### src/rtl/supv_pkg.sv
`timescale 1ns/1ps
package supv_pkg;

  // Active-high view of every reset source after synchronisation and filtering.
  typedef struct packed {
    logic supply_low;
    logic manual;
  } rst_src_t;

  function automatic logic any_source(input rst_src_t s);
    return s.supply_low | s.manual;
  endfunction

endpackage

### src/rtl/supv_sync.sv
`timescale 1ns/1ps
// Multi-stage synchroniser for one asynchronous level.
module supv_sync #(
  parameter int   STAGES  = 2,
  parameter logic RST_VAL = 1'b0
) (
  input  logic clk,
  input  logic arst_n,
  input  logic d_i,
  output logic q_o
);

  logic [STAGES-1:0] stage_q;
  logic [STAGES-1:0] stage_d;

  generate
    if (STAGES == 1) begin : g_single
      always_comb stage_d = d_i;
    end else begin : g_chain
      always_comb stage_d = {stage_q[STAGES-2:0], d_i};
    end
  endgenerate

  always_ff @(posedge clk or negedge arst_n) begin
    if (!arst_n) stage_q <= {STAGES{RST_VAL}};
    else         stage_q <= stage_d;
  end

  assign q_o = stage_q[STAGES-1];

endmodule

### src/rtl/supv_debounce.sv
`timescale 1ns/1ps
// Debounce filter: the output follows the input only after the input has
// differed from it for STABLE_CYCLES consecutive samples.
module supv_debounce #(
  parameter int STABLE_CYCLES = 4
) (
  input  logic clk,
  input  logic arst_n,
  input  logic raw_i,
  output logic filt_o
);

  localparam int CW = (STABLE_CYCLES > 1) ? $clog2(STABLE_CYCLES) : 1;
  localparam logic [CW-1:0] LAST = CW'(STABLE_CYCLES - 1);

  logic [CW-1:0] cnt_q, cnt_d;
  logic          filt_q, filt_d;

  always_comb begin
    cnt_d  = '0;
    filt_d = filt_q;
    if (raw_i != filt_q) begin
      if (cnt_q == LAST) begin
        filt_d = raw_i;
        cnt_d  = '0;
      end else begin
        cnt_d = cnt_q + CW'(1);
      end
    end
  end

  always_ff @(posedge clk or negedge arst_n) begin
    if (!arst_n) begin
      cnt_q  <= '0;
      filt_q <= 1'b0;
    end else begin
      cnt_q  <= cnt_d;
      filt_q <= filt_d;
    end
  end

  assign filt_o = filt_q;

endmodule

### src/rtl/supv_hold.sv
`timescale 1ns/1ps
// Hold counter and registered reset outputs.
module supv_hold #(
  parameter int HOLD_CYCLES = 40,
  localparam int CNT_W = $clog2(HOLD_CYCLES + 1)
) (
  input  logic             clk,
  input  logic             arst_n,
  input  logic             src_active_i,
  output logic [CNT_W-1:0] cnt_o,
  output logic             rst_n_o,
  output logic             rst_o
);

  localparam logic [CNT_W-1:0] FULL = CNT_W'(HOLD_CYCLES);

  logic [CNT_W-1:0] cnt_q, cnt_d;
  logic             rst_n_q, rst_n_d;
  logic             rst_q, rst_d;

  always_comb begin
    if (src_active_i)      cnt_d = FULL;
    else if (cnt_q != '0)  cnt_d = cnt_q - CNT_W'(1);
    else                   cnt_d = cnt_q;
    rst_n_d = !src_active_i && (cnt_d == '0);
    rst_d   = src_active_i || (cnt_d != '0);
  end

  always_ff @(posedge clk or negedge arst_n) begin
    if (!arst_n) begin
      cnt_q   <= FULL;
      rst_n_q <= 1'b0;
      rst_q   <= 1'b1;
    end else begin
      cnt_q   <= cnt_d;
      rst_n_q <= rst_n_d;
      rst_q   <= rst_d;
    end
  end

  assign cnt_o   = cnt_q;
  assign rst_n_o = rst_n_q;
  assign rst_o   = rst_q;

endmodule

### src/rtl/supv_reset_gen.sv
`timescale 1ns/1ps
// Supervisory reset pulse generator, top level.
module supv_reset_gen
  import supv_pkg::*;
#(
  parameter int CLK_HZ          = 50_000_000,
  parameter int HOLD_MS         = 200,
  parameter int HOLD_CYCLES     = (CLK_HZ / 1000) * HOLD_MS,
  parameter int DEBOUNCE_CYCLES = 4,
  parameter int SYNC_STAGES     = 2,
  localparam int CNT_W = $clog2(HOLD_CYCLES + 1)
) (
  input  logic clk,
  input  logic arst_n,
  input  logic supply_ok_i,
  input  logic mr_n_i,
  output logic rst_n_o,
  output logic rst_o
);

  logic             supply_ok_s;
  logic             mr_n_s;
  logic             mr_pressed;
  logic             src_active;
  logic [CNT_W-1:0] hold_cnt;
  rst_src_t         srcs;

  supv_sync #(.STAGES(SYNC_STAGES), .RST_VAL(1'b0)) u_sync_supply (
    .clk(clk), .arst_n(arst_n), .d_i(supply_ok_i), .q_o(supply_ok_s)
  );

  supv_sync #(.STAGES(SYNC_STAGES), .RST_VAL(1'b1)) u_sync_mr (
    .clk(clk), .arst_n(arst_n), .d_i(mr_n_i), .q_o(mr_n_s)
  );

  supv_debounce #(.STABLE_CYCLES(DEBOUNCE_CYCLES)) u_debounce (
    .clk(clk), .arst_n(arst_n), .raw_i(!mr_n_s), .filt_o(mr_pressed)
  );

  always_comb begin
    srcs.supply_low = !supply_ok_s;
    srcs.manual     = mr_pressed;
    src_active      = any_source(srcs);
  end

  supv_hold #(.HOLD_CYCLES(HOLD_CYCLES)) u_hold (
    .clk(clk), .arst_n(arst_n), .src_active_i(src_active),
    .cnt_o(hold_cnt), .rst_n_o(rst_n_o), .rst_o(rst_o)
  );

endmodule

### config.mk
export PLATFORM = sky130hd
export DESIGN_NAME = supv_reset_gen
export DESIGN_NICKNAME = d
export VERILOG_FILES = /design/src/rtl/supv_pkg.sv /design/src/rtl/supv_sync.sv /design/src/rtl/supv_debounce.sv /design/src/rtl/supv_hold.sv /design/src/rtl/supv_reset_gen.sv
export SDC_FILE = /design/constraint.sdc
export NUM_CORES = 1
export LEC_CHECK = 0
export BUFFER_PORTS_ARGS = -buffer_cell sky130_fd_sc_hd__buf_2
export CAP_MARGIN = 30
export CORE_UTILIZATION = 54
export CTS_BUF_LIST = sky130_fd_sc_hd__clkbuf_16
export CTS_CLUSTER_SIZE = 28
export DETAILED_ROUTE_END_ITERATION = 7
export GPL_ROUTABILITY_DRIVEN = 0
export PLACE_DENSITY = 0.83
export SLEW_MARGIN = 30
export SYNTH_ARGS = -nofsm -noshare
export SYNTH_HDL_FRONTEND = slang
export SYNTH_SLANG_ARGS = --single-unit
### constraint.sdc
create_clock -name clk -period 2.5 [get_ports clk]
set_input_delay 0.25 -clock clk [delete_from_list [all_inputs] [get_ports clk]]
set_output_delay 0.25 -clock clk [all_outputs]
set_load 0.005 [all_outputs]
==> results of run 1 <==
[power breakdown]
part | internal [mW] | switching [mW] | leakage [nW]
Combinational | 0.702 | 0.799 | 0.696
Clock | 0.365 | 0.253 | 0.0696
Sequential | 0.627 | 0.101 | 0.406
[repair_timing]
item | 4_1_cts | 5_1_grt
buffers inserted | 18 | 9
setup endpoints to repair | 2 | 3
gates resized for setup | 25 | 20
pin swaps | 15 | 16
[cells in the final DEF (no fill, tap or decap), drive strengths merged, types with 2 or more instances in the layout]
cell type,instances
dfstp,11
xnor2,5
or3,3
o31ai,2
nand3,4
dfrtp,22
o21ai,6
xor2,10
clkinv,2
nor4,7
nand4,5
nor4b,3
a211oi,2
a21oi,5
or4,4
and2,2
ha,3
nand4b,2
nand2b,2
nor3,10
nand2,14
clkbuf,5
inv,3
buf,83
a311oi,2
nor2,25
or2,5
[per-stage QoR]
| stage | cells | worst slack (ns) | total power, mW | utilization | hold slack, ns |
|---|---|---|---|---|---|
| 2_1_floorplan | 176 | -0.0539 | 1.23 | - | -0.0456 |
| 3_3_place_gp | 271 | -0.130 | 1.59 | 0.721 | 0.322 |
| 3_5_place_dp | 271 | -0.272 | 1.64 | 0.721 | 0.341 |
| 4_1_cts | 296 | -0.161 | 2.39 | 0.850 | 0.0431 |
| 5_1_grt | 305 | -0.651 | 2.90 | 0.907 | 0.0558 |
| 6_report | 305 | -0.576 | 2.85 | 0.907 | 0.0268 |
[flip-flops by register name, summed over array words and instances, names as in the netlist]
register,cells
u_hold.cnt_o,24
u_debounce.cnt_q,2
u_sync_mr.stage_q,2
u_sync_supply.stage_q,2
u_debounce.filt_o,1
u_hold.rst_n_o,1
u_hold.rst_o,1
[layer usage]
layer | part of all wire | vias to the layer above | GRT usage
met4 | 0.087 | 0 | 0.228
li1 | - | 803 | -
met5 | 0 | - | 0
met2 | 0.44 | 258 | 0.620
met1 | 0.35 | 1011 | 0.504
met3 | 0.13 | 89 | 0.116
[worst max-delay path, stage by stage (launching register included)]
cell      delay [ns]
dfrtp_1         0.39
nor3_1          0.48
nand4_1         0.39
buf_6           0.26
o21ai_0         0.27
xor2_1          0.33
o2111a_1        0.25
nand4b_1        0.13
buf_4           0.17
nor3_1          0.28
[area by class of cell]
| class | instances | area, um^2 | area share |
|---|---|---|---|
| multi-input combinational | 134 | 1090 | 0.393 |
| sequential | 33 | 842 | 0.304 |
| timing repair buffer | 83 | 629 | 0.227 |
| clock buffer | 5 | 125 | 0.0452 |
| tap | 44 | 55.1 | 0.0199 |
| clock inverter | 3 | 17.5 | 0.00632 |
| inverter | 3 | 11.3 | 0.00407 |
[cell usage after synthesis, types with 2 or more instances]
cell,count,area [um^2]
nor3_1,8,40.0
xnor2_1,5,43.8
o21ai_0,5,25.0
nor4_1,6,37.5
nand2b_1,2,12.5
nand2_1,13,48.8
nor2_1,25,93.8
a211oi_1,2,15.0
nand3_1,4,20.0
clkbuf_1,3,11.3
inv_1,3,11.3
a311oi_1,2,17.5
ha_1,3,37.5
o31ai_1,2,15.0
or4_1,4,30.0
nand4b_1,2,17.5
nor4b_1,2,17.5
nand4_1,5,31.3
nor3_2,2,20.0
or2_2,4,25.0
dfstp_2,11,289
a21oi_1,5,25.0
dfrtp_1,22,551
or3_1,3,18.8
xor2_1,10,87.6
[cell families (layout without fill, tap and decap cells)]
logic type      after synthesis  after routing  synth area share
mux                           1              1           0.00576
flops                        33             33             0.483
simple gates                 91             91             0.296
xor+xnor                     15             15            0.0755
fa+ha+maj                     3              3            0.0216
buf+inv                       9             94            0.0252
compound gates               24             24            0.0928
[how the worst max path moves through the flow]
| stage | end | slack [ns] | cells past startpoint |
|---|---|---|---|
| floorplan | u_hold.rst_o | -0.05 | 7 |
| global placement | u_hold.rst_o | -0.13 | 9 |
| detailed placement | u_hold.rst_o | -0.27 | 11 |
| CTS | u_hold.rst_o | -0.16 | 8 |
| global route | u_hold.rst_n_o | -0.65 | 9 |
| finish | u_hold.rst_n_o | -0.58 | 9 |
==> impl_table.tex, run 1 <==
\begin{tabular}{lr}
\hline
Metric & Value \\
\hline
\multicolumn{2}{l}{\textbf{CTS}} \\
Reg clk slew, reported paths & 0.06 ns \\
Worst-skew pair later-pin latency & 0.29 ns \\
H-tree Lvls & 2 \\
Cts-stage hold buffer count & 0 \\
Clock tree from TritonCTS & yes \\
Bufs on Longest Clock Path & 2 \\
Clock buffer count from CTS & 5 \\
CTS root buf & clkbuf\_16 \\
Clock net sink count & 33 \\
\multicolumn{2}{l}{\textbf{Timing}} \\
Final setup violation count & 3 \\
Sum of negative setup slack & -1.36 ns \\
PnR worst setup slack & -0.576 ns \\
Max transition margin & 0.496 \\
Layout Skew & 0.00768 ns \\
Unrepaired setup endpoints after global routing & true \\
Fmax & 325 MHz \\
Share of the cycle needed by the critical path after routing & 1.23 \\
Hold violation total from the final report & 0 \\
Final Max Tran Viols & 0 \\
Time the final worst path needs with I/O delays and setup & 3.08 ns \\
Actual transition at the worst max-transition pin & 0.756 ns \\
\multicolumn{2}{l}{\textbf{Run}} \\
MaxCap Viol Count & 0 \\
\multicolumn{2}{l}{\textbf{Worst setup path}} \\
Reg-to-Reg Start & u\_hold.cnt\_o[21] \\
Setup CP Type & register to register \\
R2R Path End & u\_hold.rst\_n\_o \\
Crit-path max FO & 5 \\
Register-to-register setup slack & -0.58 ns \\
Worst Setup End Kind & register \\
Depth of the worst register-to-register path & 9 \\
First element of the critical path & u\_hold.cnt\_o[21] \\
Arrival time reported for the critical path endpoint & 3.26 ns \\
Startpoint type of the worst setup path & register \\
Critical Path RT & 2.68 ns \\
\multicolumn{2}{l}{\textbf{Place}} \\
DPL Wire Length & 3.41 mm \\
Post-DP Area & 2200 um\^{}2 \\
Number of buffers added on ports & 5 \\
\multicolumn{2}{l}{\textbf{GRT}} \\
Initial antenna violation count & 0 \\
Aggregate global routing overflow & 0 \\
Overall fraction of global-route tracks in use & 0.402 \\
Vias in the first global route & 1,874 \\
Pin count of the biggest net entering global routing & 34 \\
Global-route wire length before repair & 9.70 mm \\
\multicolumn{2}{l}{\textbf{Floorplan}} \\
Top Ports & 6 \\
Core Box Area & 3050 um\^{}2 \\
Die outline height & 58.8 um \\
Die Footprint & 3450 um\^{}2 \\
Standard-cell rows & 20 \\
Effective utilization at floorplan & 0.570 \\
Die extent in x & 58.8 um \\
\multicolumn{2}{l}{\textbf{Route}} \\
First drt pass iteration count & 6 \\
Via-per-instance ratio & 7.09 \\
Post-detailed-route wirelength per cell & 26.8 um \\
WL final & 8.16 mm \\
Number of nets with antenna violations after detailed routing & 0 \\
Via count & 2,161 \\
DR iter-0 viols & 350 \\
Detailed-route DRC error count & 0 \\
\multicolumn{2}{l}{\textbf{Outcome}} \\
Status & finished, violations left \\
Violations in the final reports & negative setup slack \\
\multicolumn{2}{l}{\textbf{Power and ir drop}} \\
Power per cell area & 1030 nW/um\^{}2 \\
Leakage & 1.17 nW \\
Peak ir drop on the vdd network & 639 uV \\
\multicolumn{2}{l}{\textbf{Layout}} \\
Final cell area excluding filler cells & 2770 um\^{}2 \\
N\_diodes & 0 \\
\# nets final & 267 \\
Number of inserted filler cells in the final layout & 108 \\
Post-synthesis to final-layout area growth & 59.3\% \\
Layout cell share with drive strength beyond 1 & 0.563 \\
\multicolumn{2}{l}{\textbf{Synth}} \\
Synthesis Warnings & 0 \\
Sequential element share of the synthesized area & 0.483 \\
Seq cells post-synth & 33 \\
Avg Cell Area, Syn & 9.88 um\^{}2 \\
EDFF count, synth & 0 \\
Area of the mapped netlist & 1740 um\^{}2 \\
FFs w/ async S/R, synth & 1.00 \\
Synth unique cells & 48 \\
Syn Inst Count & 176 \\
Net Count, Synth & 183 \\
Main synth FF type & dfrtp\_1 \\
\multicolumn{2}{l}{\textbf{Worst hold path}} \\
Tightest Hold Check Type & input port to async pin \\
\hline
\end{tabular}
(Power assumes the default switching activity.)
==> run 2: changes to the inputs <==
--- a/config.mk
+++ b/config.mk
@@ -5,7 +5,7 @@
 export SDC_FILE = /design/constraint.sdc
 export NUM_CORES = 1
 export LEC_CHECK = 0
-export BUFFER_PORTS_ARGS = -buffer_cell sky130_fd_sc_hd__buf_2
+export BUFFER_PORTS_ARGS = -buffer_cell sky130_fd_sc_hd__clkbuf_2
 export CAP_MARGIN = 30
 export CORE_UTILIZATION = 54
 export CTS_BUF_LIST = sky130_fd_sc_hd__clkbuf_16
@@ -13,6 +13,7 @@
 export DETAILED_ROUTE_END_ITERATION = 7
 export GPL_ROUTABILITY_DRIVEN = 0
 export PLACE_DENSITY = 0.83
+export RECOVER_POWER = 25
 export SLEW_MARGIN = 30
 export SYNTH_ARGS = -nofsm -noshare
 export SYNTH_HDL_FRONTEND = slang
==> run 2 against run 1 <==
  * The run ends with max-capacitance violations, max-slew violations, negative setup slack left
  * Utilization shrank 5.0 points
  * Critical path depth is the same
  * Design area shrank 5.5%
  * Sequential share of layout area grew 1.7 points
  * Routed wire length shrank 20%
  * Count of clock-buffer cells in the layout is the same
  * Worst setup slack gained 0.16 ns
  * Final cell count shrank 2.3%
  * Flip-flop and latch count is the same
  * Largest cell class unchanged
==> impl_table.tex, run 2 (same netlist as run 1, synthesis figures left out) <==
\begin{tabular}{lr}
\hline
Metric & Value \\
\hline
\multicolumn{2}{l}{\textbf{Route}} \\
Detailed-route DRC error count & 0 (unchanged) \\
Sum of met2 wire segment lengths after detailed routing & 3.08 mm (-13\%) \\
Highest signal layer in the routed design & met4 \\
DR iter-0 viols & 241 (-31\%) \\
Via-per-instance ratio & 6.44 (-9.1\%) \\
Wire length on met1 & 2.28 mm (-20\%) \\
Post-detailed-route wirelength per cell & 21.8 um (-18\%) \\
WL final & 6.51 mm (-20\%) \\
Number of nets with antenna violations after detailed routing & 0 (unchanged) \\
Via count & 1,919 (-11\%) \\
Met3 wire len & 722 um (-30\%) \\
First drt pass iteration count & 7 (+1) \\
\multicolumn{2}{l}{\textbf{Layout}} \\
Number of inserted filler cells in the final layout & 152 (+41\%) \\
Layout cell share with drive strength beyond 1 & 0.484 (-0.0790) \\
Post-synthesis to final-layout area growth & 50.6\% \\
\# nets final & 260 (-2.6\%) \\
N\_diodes & 0 (unchanged) \\
Final non-filler cell total & 298 (-2.3\%) \\
Most common cell after layout, fill and taps aside & buf\_4 \\
Largest register FFs & 24 (unchanged) \\
Commonest non-fill, non-tap cells in the layout & 62 x buf\_4, 25 x nor2\_1, 21 x dfrtp\_1 \\
\multicolumn{2}{l}{\textbf{Timing}} \\
Fmax & 343 MHz (+5.6\%) \\
Hold violation total from the final report & 0 (unchanged) \\
Final Max Tran Viols & 34 (+34) \\
Max transition margin & -0.118 (-0.614) \\
Actual transition at the worst max-transition pin & 1.68 ns (+0.921 ns) \\
Time the final worst path needs with I/O delays and setup & 2.91 ns (-0.163 ns) \\
Layout Skew & 0.0119 ns (+0.00425 ns) \\
Worst hold slack & 0.0418 ns (+0.0151 ns) \\
Unrepaired setup endpoints after global routing & true \\
Share of the cycle needed by the critical path after routing & 1.17 (-0.0652) \\
PnR worst setup slack & -0.413 ns (+0.163 ns) \\
Final setup violation count & 3 (unchanged) \\
\multicolumn{2}{l}{\textbf{Worst setup path}} \\
Critical Path RT & 2.70 ns (+0.02 ns) \\
Worst Setup End Kind & register \\
Peak per-stage delay on the critical path & 0.56 ns (+0.08 ns) \\
Kind of cell with the highest combined delay on the critical path & simple AND/OR/NAND/NOR gates \\
Setup CP Type & register to register \\
Startpoint type of the worst setup path & register \\
Cell-by-cell trace of the critical path & nor4\_1 > nand4\_1 > buf\_4 > buf\_6 > o21ai\_2 > xor2\_1 > nand2\_1 > or4\_4 > or3\_1 \\
Number of buffer and inverter instances along the worst setup path & 2 (unchanged) \\
Arrival time reported for the critical path endpoint & 3.11 ns (-0.15 ns) \\
Cell at the slowest stage of the critical path & or4\_4 \\
Crit-path max FO & 5 (unchanged) \\
\multicolumn{2}{l}{\textbf{Floorplan}} \\
Top Ports & 6 (unchanged) \\
Core Box Area & 3050 um\^{}2 (unchanged) \\
Effective utilization at floorplan & 0.570 (unchanged) \\
Die extent in x & 58.8 um (unchanged) \\
Die Footprint & 3450 um\^{}2 (unchanged) \\
Standard-cell rows & 20 (unchanged) \\
Die outline height & 58.8 um (unchanged) \\
\multicolumn{2}{l}{\textbf{Place}} \\
DPL Wire Length & 3.29 mm (-3.5\%) \\
Number of buffers added on ports & 5 (unchanged) \\
Post-placement cell count & 269 (-0.74\%) \\
\multicolumn{2}{l}{\textbf{GRT}} \\
Pin count of the biggest net entering global routing & 34 (unchanged) \\
Initial antenna violation count & 0 (unchanged) \\
Overall fraction of global-route tracks in use & 0.391 (-0.0111) \\
Global-route wire length before repair & 9.49 mm (-2.1\%) \\
Vias in the first global route & 1,884 (+0.53\%) \\
Aggregate global routing overflow & 0 (unchanged) \\
\multicolumn{2}{l}{\textbf{CTS}} \\
Reg clk slew, reported paths & 0.06 ns (about the same) \\
Bufs on Longest Clock Path & 2 (unchanged) \\
Cts-stage hold buffer count & 0 (unchanged) \\
H-tree Lvls & 2 (unchanged) \\
Clock tree from TritonCTS & yes \\
Worst-skew pair later-pin latency & 0.29 ns (about the same) \\
Clock net sink count & 33 (unchanged) \\
Clock buffer count from CTS & 5 (unchanged) \\
CTS root buf & clkbuf\_16 \\
\multicolumn{2}{l}{\textbf{Power and ir drop}} \\
Int Pwr & 1.49 mW (-12\%) \\
Reg power frac & 0.296 (+0.040) \\
Leakage & 1.13 nW (-3.4\%) \\
Peak ir drop on the vdd network & 748 uV (+17\%) \\
Power per cell area & 930 nW/um\^{}2 (-9.6\%) \\
Sw Pwr & 0.947 mW (-18\%) \\
Comb power frac & 0.463 (-0.064) \\
Proportion of total power due to net switching & 0.389 (-0.0160) \\
Clock share of power & 0.241 (+0.024) \\
\multicolumn{2}{l}{\textbf{Run}} \\
MaxCap Viol Count & 1 (+1) \\
\multicolumn{2}{l}{\textbf{Outcome}} \\
Violations in the final reports & max-capacitance violations, max-slew violations, negative setup slack \\
Status & finished, violations left \\
\multicolumn{2}{l}{\textbf{Worst hold path}} \\
Tightest Hold Check Type & input port to register \\
\hline
\end{tabular}
## run 2: changes by cell type in the layout (fill, tap and decap cells not counted), sizes merged
| cell | before | now |
|---|---|---|
| buf | 83 | 71 |
| clkinv | 2 | 3 |
| clkinvlp | 1 | 0 |
| clkbuf | 5 | 10 |
## run 2: per-layer routing
| metal | vias up | track usage |
|---|---|---|
| met2 | 165 | 0.620 |
| li1 | 789 | - |
| met3 | 50 | 0.108 |
| met1 | 915 | 0.476 |
| met4 | 0 | 0.228 |
| met5 | - | 0 |
## run 2: worst register-to-register path, stage by stage, from the launching register on
cell and delay [ns]:
dfstp_2 0.37, nor4_1 0.45, nand4_1 0.23, buf_4 0.19
buf_6 0.12, o21ai_2 0.14, xor2_1 0.26, nand2_1 0.10
or4_4 0.56, or3_1 0.39
## run 2: timing repair
action                                  CTS  global route
pin swaps                                12            13
gates resized for setup                  19            10
buffers inserted                         15             6
hold endpoints to repair                  0             0
endpoints found under the setup margin    2             4
## run 2: layout make-up
type                            instances  area, um^2  share of cell area
Clock buffer                            5         125              0.0478
Clock inverter                          3        12.5             0.00478
Inverter                                3        11.3             0.00430
Multi-Input combinational cell        134         983               0.376
Sequential cell                        33         841               0.321
Tap cell                               44        55.1              0.0210
Timing Repair Buffer                   76         591               0.226
## run 2: per-stage QoR
stage | TNS (ns) | worst slack, ns | instance area, um^2 | power [mW] | util
5_1_grt | -1.41 | -0.580 | 2620 | 2.53 | 0.858
2_1_floorplan | -0.0539 | -0.0539 | 1770 | 1.23 | -
3_5_place_dp | -0.306 | -0.201 | 2190 | 1.62 | 0.716
6_report | -0.998 | -0.413 | 2620 | 2.43 | 0.858
3_3_place_gp | -0.213 | -0.181 | 2190 | 1.57 | 0.716
4_1_cts | -0.284 | -0.164 | 2520 | 2.27 | 0.825
## run 2: power groups by stage
stage | combinational (mW) | clock [mW] | sequential [mW]
final | 1.13 | 0.587 | 0.720
after CTS | 0.979 | 0.582 | 0.710
after global placement | 0.864 | 0 | 0.707
after floorplan | 0.499 | 0 | 0.730
after detailed placement | 0.908 | 0 | 0.714
after global routing | 1.19 | 0.611 | 0.727
## run 2: final timing paths
check | to | from | depth (start not counted) | slack, ns
worst max-delay path | u_hold.rst_o | u_hold.cnt_o[19] | 9 | -0.41
worst min-delay path | u_sync_mr.stage_q[0] | mr_n_i | 1 | 0.04
worst max register to register | u_hold.rst_o | u_hold.cnt_o[19] | 9 | -0.41
worst min register to register | u_sync_supply.stage_q[1] | u_sync_supply.stage_q[0] | 0 | 0.34
max in group asynchronous | u_hold.cnt_o[2] | arst_n | 1 | 1.00
min in group asynchronous | u_debounce.filt_o | arst_n | 1 | 0.39
==> run 3: changes to the inputs <==
--- a/config.mk
+++ b/config.mk
@@ -5,14 +5,15 @@
 export SDC_FILE = /design/constraint.sdc
 export NUM_CORES = 1
 export LEC_CHECK = 0
+export ABC_AREA = 1
 export BUFFER_PORTS_ARGS = -buffer_cell sky130_fd_sc_hd__clkbuf_2
 export CAP_MARGIN = 30
-export CORE_UTILIZATION = 54
+export CORE_UTILIZATION = 56
 export CTS_BUF_LIST = sky130_fd_sc_hd__clkbuf_16
 export CTS_CLUSTER_SIZE = 28
 export DETAILED_ROUTE_END_ITERATION = 7
 export GPL_ROUTABILITY_DRIVEN = 0
-export PLACE_DENSITY = 0.83
+export PLACE_DENSITY = 0.85
 export RECOVER_POWER = 25
 export SLEW_MARGIN = 30
 export SYNTH_ARGS = -nofsm -noshare
==> run 3 against run 2 <==
  * The flow finishes with violations (max-capacitance violations, max-slew violations)
  * Worst setup slack improved by 0.73 ns
  * First-iteration DRC count down 44%
  * Global-route usage down 9.6 points
  * Clock power is 15% higher
  * Area after synthesis up 22%
  * Routed wire length decreased by 21%
  * Register-to-register slack improved by 0.73 ns
  * Sequential share of layout area is 3.5 points higher
  * Critical path depth is 3 higher
  * Final cell count is 17% higher
  * Die area grew 17%
  * Via count up 0.89%
  * Critical path type unchanged
  * Largest power group unchanged
==> impl_table.tex, run 3 <==
\begin{tabular}{lr}
\hline
Metric & Value \\
\hline
\multicolumn{2}{l}{\textbf{Timing}} \\
Max transition margin & -0.167 (-0.0492) \\
Sum of negative setup slack & 0 ns (+0.998 ns) \\
Unrepaired setup endpoints after global routing & false \\
Share of the cycle needed by the critical path after routing & 0.872 (-0.293) \\
Final Max Tran Viols & 34 (unchanged) \\
Time the final worst path needs with I/O delays and setup & 2.18 ns (-0.732 ns) \\
Final setup violation count & 0 (-3) \\
Hold violation total from the final report & 0 (unchanged) \\
Layout Skew & 0.00532 ns (-0.00662 ns) \\
Fmax & 459 MHz (+34\%) \\
Actual transition at the worst max-transition pin & 1.75 ns (+0.0738 ns) \\
\multicolumn{2}{l}{\textbf{Floorplan}} \\
Top Ports & 6 (unchanged) \\
Die extent in x & 63.6 um (+8.2\%) \\
Standard-cell rows & 21 (+5.0\%) \\
Core Box Area & 3470 um\^{}2 (+14\%) \\
Die outline height & 63.6 um (+8.2\%) \\
Effective utilization at floorplan & 0.612 (+0.0422) \\
Die Footprint & 4040 um\^{}2 (+17\%) \\
\multicolumn{2}{l}{\textbf{Synth}} \\
Area share of the largest cell type after synthesis & 0.259 (-0.0571) \\
Avg Cell Area, Syn & 7.27 um\^{}2 (-26\%) \\
Area of the mapped netlist & 2120 um\^{}2 (+22\%) \\
FFs w/ async S/R, synth & 1.00 (unchanged) \\
Sequential element share of the synthesized area & 0.396 (-0.0871) \\
Post-synthesis cell type with the largest combined area & dfrtp\_1 \\
Main synth FF type & dfrtp\_1 \\
Syn Inst Count & 292 (+66\%) \\
Ranking of synthesized cells by area & dfrtp\_1 26\%, nand2\_1 14\%, dfstp\_2 14\% \\
Seq cells post-synth & 33 (unchanged) \\
Net Count, Synth & 299 (+63\%) \\
Synth unique cells & 25 (-48\%) \\
Synthesis Warnings & 0 (unchanged) \\
EDFF count, synth & 0 (unchanged) \\
Most numerous cell in the Yosys netlist & nand2\_1 \\
Top cells by count, synth & 79 x nand2\_1, 49 x nor2\_1, 37 x inv\_1 \\
\multicolumn{2}{l}{\textbf{GRT}} \\
Overall fraction of global-route tracks in use & 0.294 (-0.0965) \\
Initial antenna violation count & 0 (unchanged) \\
Aggregate global routing overflow & 0 (unchanged) \\
Pin count of the biggest net entering global routing & 34 (unchanged) \\
Global-route wire length before repair & 8.82 mm (-7.1\%) \\
Vias in the first global route & 1,866 (-0.96\%) \\
\multicolumn{2}{l}{\textbf{Route}} \\
Post-detailed-route wirelength per cell & 14.6 um (-33\%) \\
First drt pass iteration count & 5 (-2) \\
Via-per-instance ratio & 5.53 (-14\%) \\
DR iter-0 viols & 135 (-44\%) \\
WL final & 5.12 mm (-21\%) \\
Via count & 1,936 (+0.89\%) \\
Detailed-route DRC error count & 0 (unchanged) \\
Number of nets with antenna violations after detailed routing & 0 (unchanged) \\
\multicolumn{2}{l}{\textbf{Power and ir drop}} \\
Total power after layout & 2.19 mW (-10\%) \\
Power per cell area & 929 nW/um\^{}2 (about the same) \\
Leakage & 1.17 nW (+3.7\%) \\
Peak ir drop on the vdd network & 879 uV (+18\%) \\
\multicolumn{2}{l}{\textbf{Layout}} \\
Post-synthesis to final-layout area growth & 11.0\% \\
Largest register FFs & 24 (unchanged) \\
Number of inserted filler cells in the final layout & 297 (+95\%) \\
N\_diodes & 0 (unchanged) \\
Layout cell share with drive strength beyond 1 & 0.168 (-0.316) \\
Commonest non-fill, non-tap cells in the layout & 79 x nand2\_1, 49 x nor2\_1, 38 x inv\_1 \\
Final cell area excluding filler cells & 2350 um\^{}2 (-10\%) \\
Most common cell after layout, fill and taps aside & nand2\_1 \\
\# nets final & 310 (+19\%) \\
\multicolumn{2}{l}{\textbf{Worst setup path}} \\
Reg-to-Reg Start & u\_hold.cnt\_o[0] \\
Setup CP Type & register to register \\
Depth of the worst register-to-register path & 12 (+3) \\
Critical Path RT & 2.71 ns (about the same) \\
R2R Path End & u\_hold.rst\_o \\
Register-to-register setup slack & 0.32 ns (+0.73 ns) \\
Arrival time reported for the critical path endpoint & 2.39 ns (-0.72 ns) \\
Startpoint type of the worst setup path & register \\
Worst Setup End Kind & register \\
Crit-path max FO & 6 (+1) \\
\multicolumn{2}{l}{\textbf{CTS}} \\
Bufs on Longest Clock Path & 2 (unchanged) \\
CTS root buf & clkbuf\_16 \\
Worst-skew pair later-pin latency & 0.28 ns (about the same) \\
CTS-repair resized insts & 0 (-19) \\
H-tree Lvls & 2 (unchanged) \\
Clock net sink count & 33 (unchanged) \\
Cts-stage hold buffer count & 0 (unchanged) \\
Reg clk slew, reported paths & 0.05 ns (about the same) \\
Clock buffer count from CTS & 5 (unchanged) \\
Number of buffers inserted by post-CTS setup repair & 0 (-15) \\
Clock tree from TritonCTS & yes \\
\multicolumn{2}{l}{\textbf{Worst hold path}} \\
Depth of the worst hold-timing path & 1 (unchanged) \\
Start point of the worst hold path & mr\_n\_i \\
Worst hold endpoint & u\_sync\_mr.stage\_q[0] \\
Tightest Hold Check Type & input port to register \\
\multicolumn{2}{l}{\textbf{Outcome}} \\
Status & finished, violations left \\
Violations in the final reports & max-capacitance violations, max-slew violations \\
\multicolumn{2}{l}{\textbf{Place}} \\
Post-DP Area & 2190 um\^{}2 (+0.29\%) \\
Number of buffers added on ports & 5 (unchanged) \\
DPL Wire Length & 3.77 mm (+14\%) \\
\multicolumn{2}{l}{\textbf{Run}} \\
MaxCap Viol Count & 1 (unchanged) \\
\hline
\end{tabular}
==> run 3: cell types whose count changed in the layout (fill, tap and decap cells not counted), moves of 7 or more <==
cell     delta
buf_4      -61
nand2_1    +66
inv_1      +37
buf_6       -9
nand3_1    +27
nor2_1     +24
nor2_2     +11
nor2_4      +7
==> run 3: report_power, final <==
group / switching, mW / internal [mW] / total, mW / leakage (nW)
registers: 0.0980 / 0.620 / 0.718 / 0.409
clock network: 0.214 / 0.462 / 0.676 / 0.0826
logic: 0.561 / 0.232 / 0.793 / 0.682
==> run 3: cell type report <==
cell class,count,area (um^2),share of cell area
tap,46,57.6,0.0244
inverter,38,143,0.0606
sequential,33,840,0.357
clock buffer,5,125,0.0531
clock inverter,3,37.5,0.0159
multi-input combinational,219,1120,0.476
timing repair buffer,6,31.3,0.0133
==> run 3: how the worst max path moves through the flow <==
stage,startpoint,end,cells after the start
finish,u_hold.cnt_o[0],u_hold.rst_o,12
global placement,u_hold.cnt_o[0],u_hold.rst_n_o,14
floorplan,u_hold.cnt_o[0],u_hold.rst_o,12
detailed placement,u_hold.cnt_o[0],u_hold.rst_o,12
CTS,u_hold.cnt_o[0],u_hold.rst_o,12
global route,u_hold.cnt_o[0],u_hold.rst_o,12
==> run 3: through the flow <==
stage,util,std cells,setup slack [ns],hold slack [ns]
after floorplan,-,292,0.652,-0.0456
after global placement,0.632,342,0.492,0.334
after detailed placement,0.632,342,0.349,0.336
after CTS,0.679,350,0.338,0.0509
after global routing,0.679,350,0.0561,0.0483
final,0.679,350,0.319,0.0515
==> run 3: routing by layer <==
layer	vias up	wire length, um	GRT usage
met4	0	131	0.131
met1	890	2210	0.394
met5	-	0	0
met2	92	2310	0.451
li1	934	-	-
met3	20	473	0.0688
==> run 3: logic make-up (layout without fill, tap and decap cells) <==
| kind of cell | count (synthesis) | count (layout) | share of synthesized area |
|---|---|---|---|
| AO/OA/AOI/OAI | 9 | 9 | 0.0212 |
| AND/OR/NAND/NOR | 200 | 200 | 0.460 |
| adder cells (fa/ha/maj) | 3 | 3 | 0.0177 |
| flip-flops | 33 | 33 | 0.396 |
| XOR/XNOR | 7 | 7 | 0.0289 |
| buffers and inverters | 40 | 52 | 0.0761 |
==> run 3: worst max-delay path, cell delays in order, from the launching register on <==
cell and delay, ns:
dfrtp_1 0.40, inv_1 0.20, ha_1 0.30, nand2_1 0.17
nor2_1 0.27, nand2_1 0.11, xnor2_1 0.14, nand3_1 0.09
nand2_1 0.07, nor2_1 0.15, inv_1 0.06, nor2_1 0.09
nand3_1 0.07
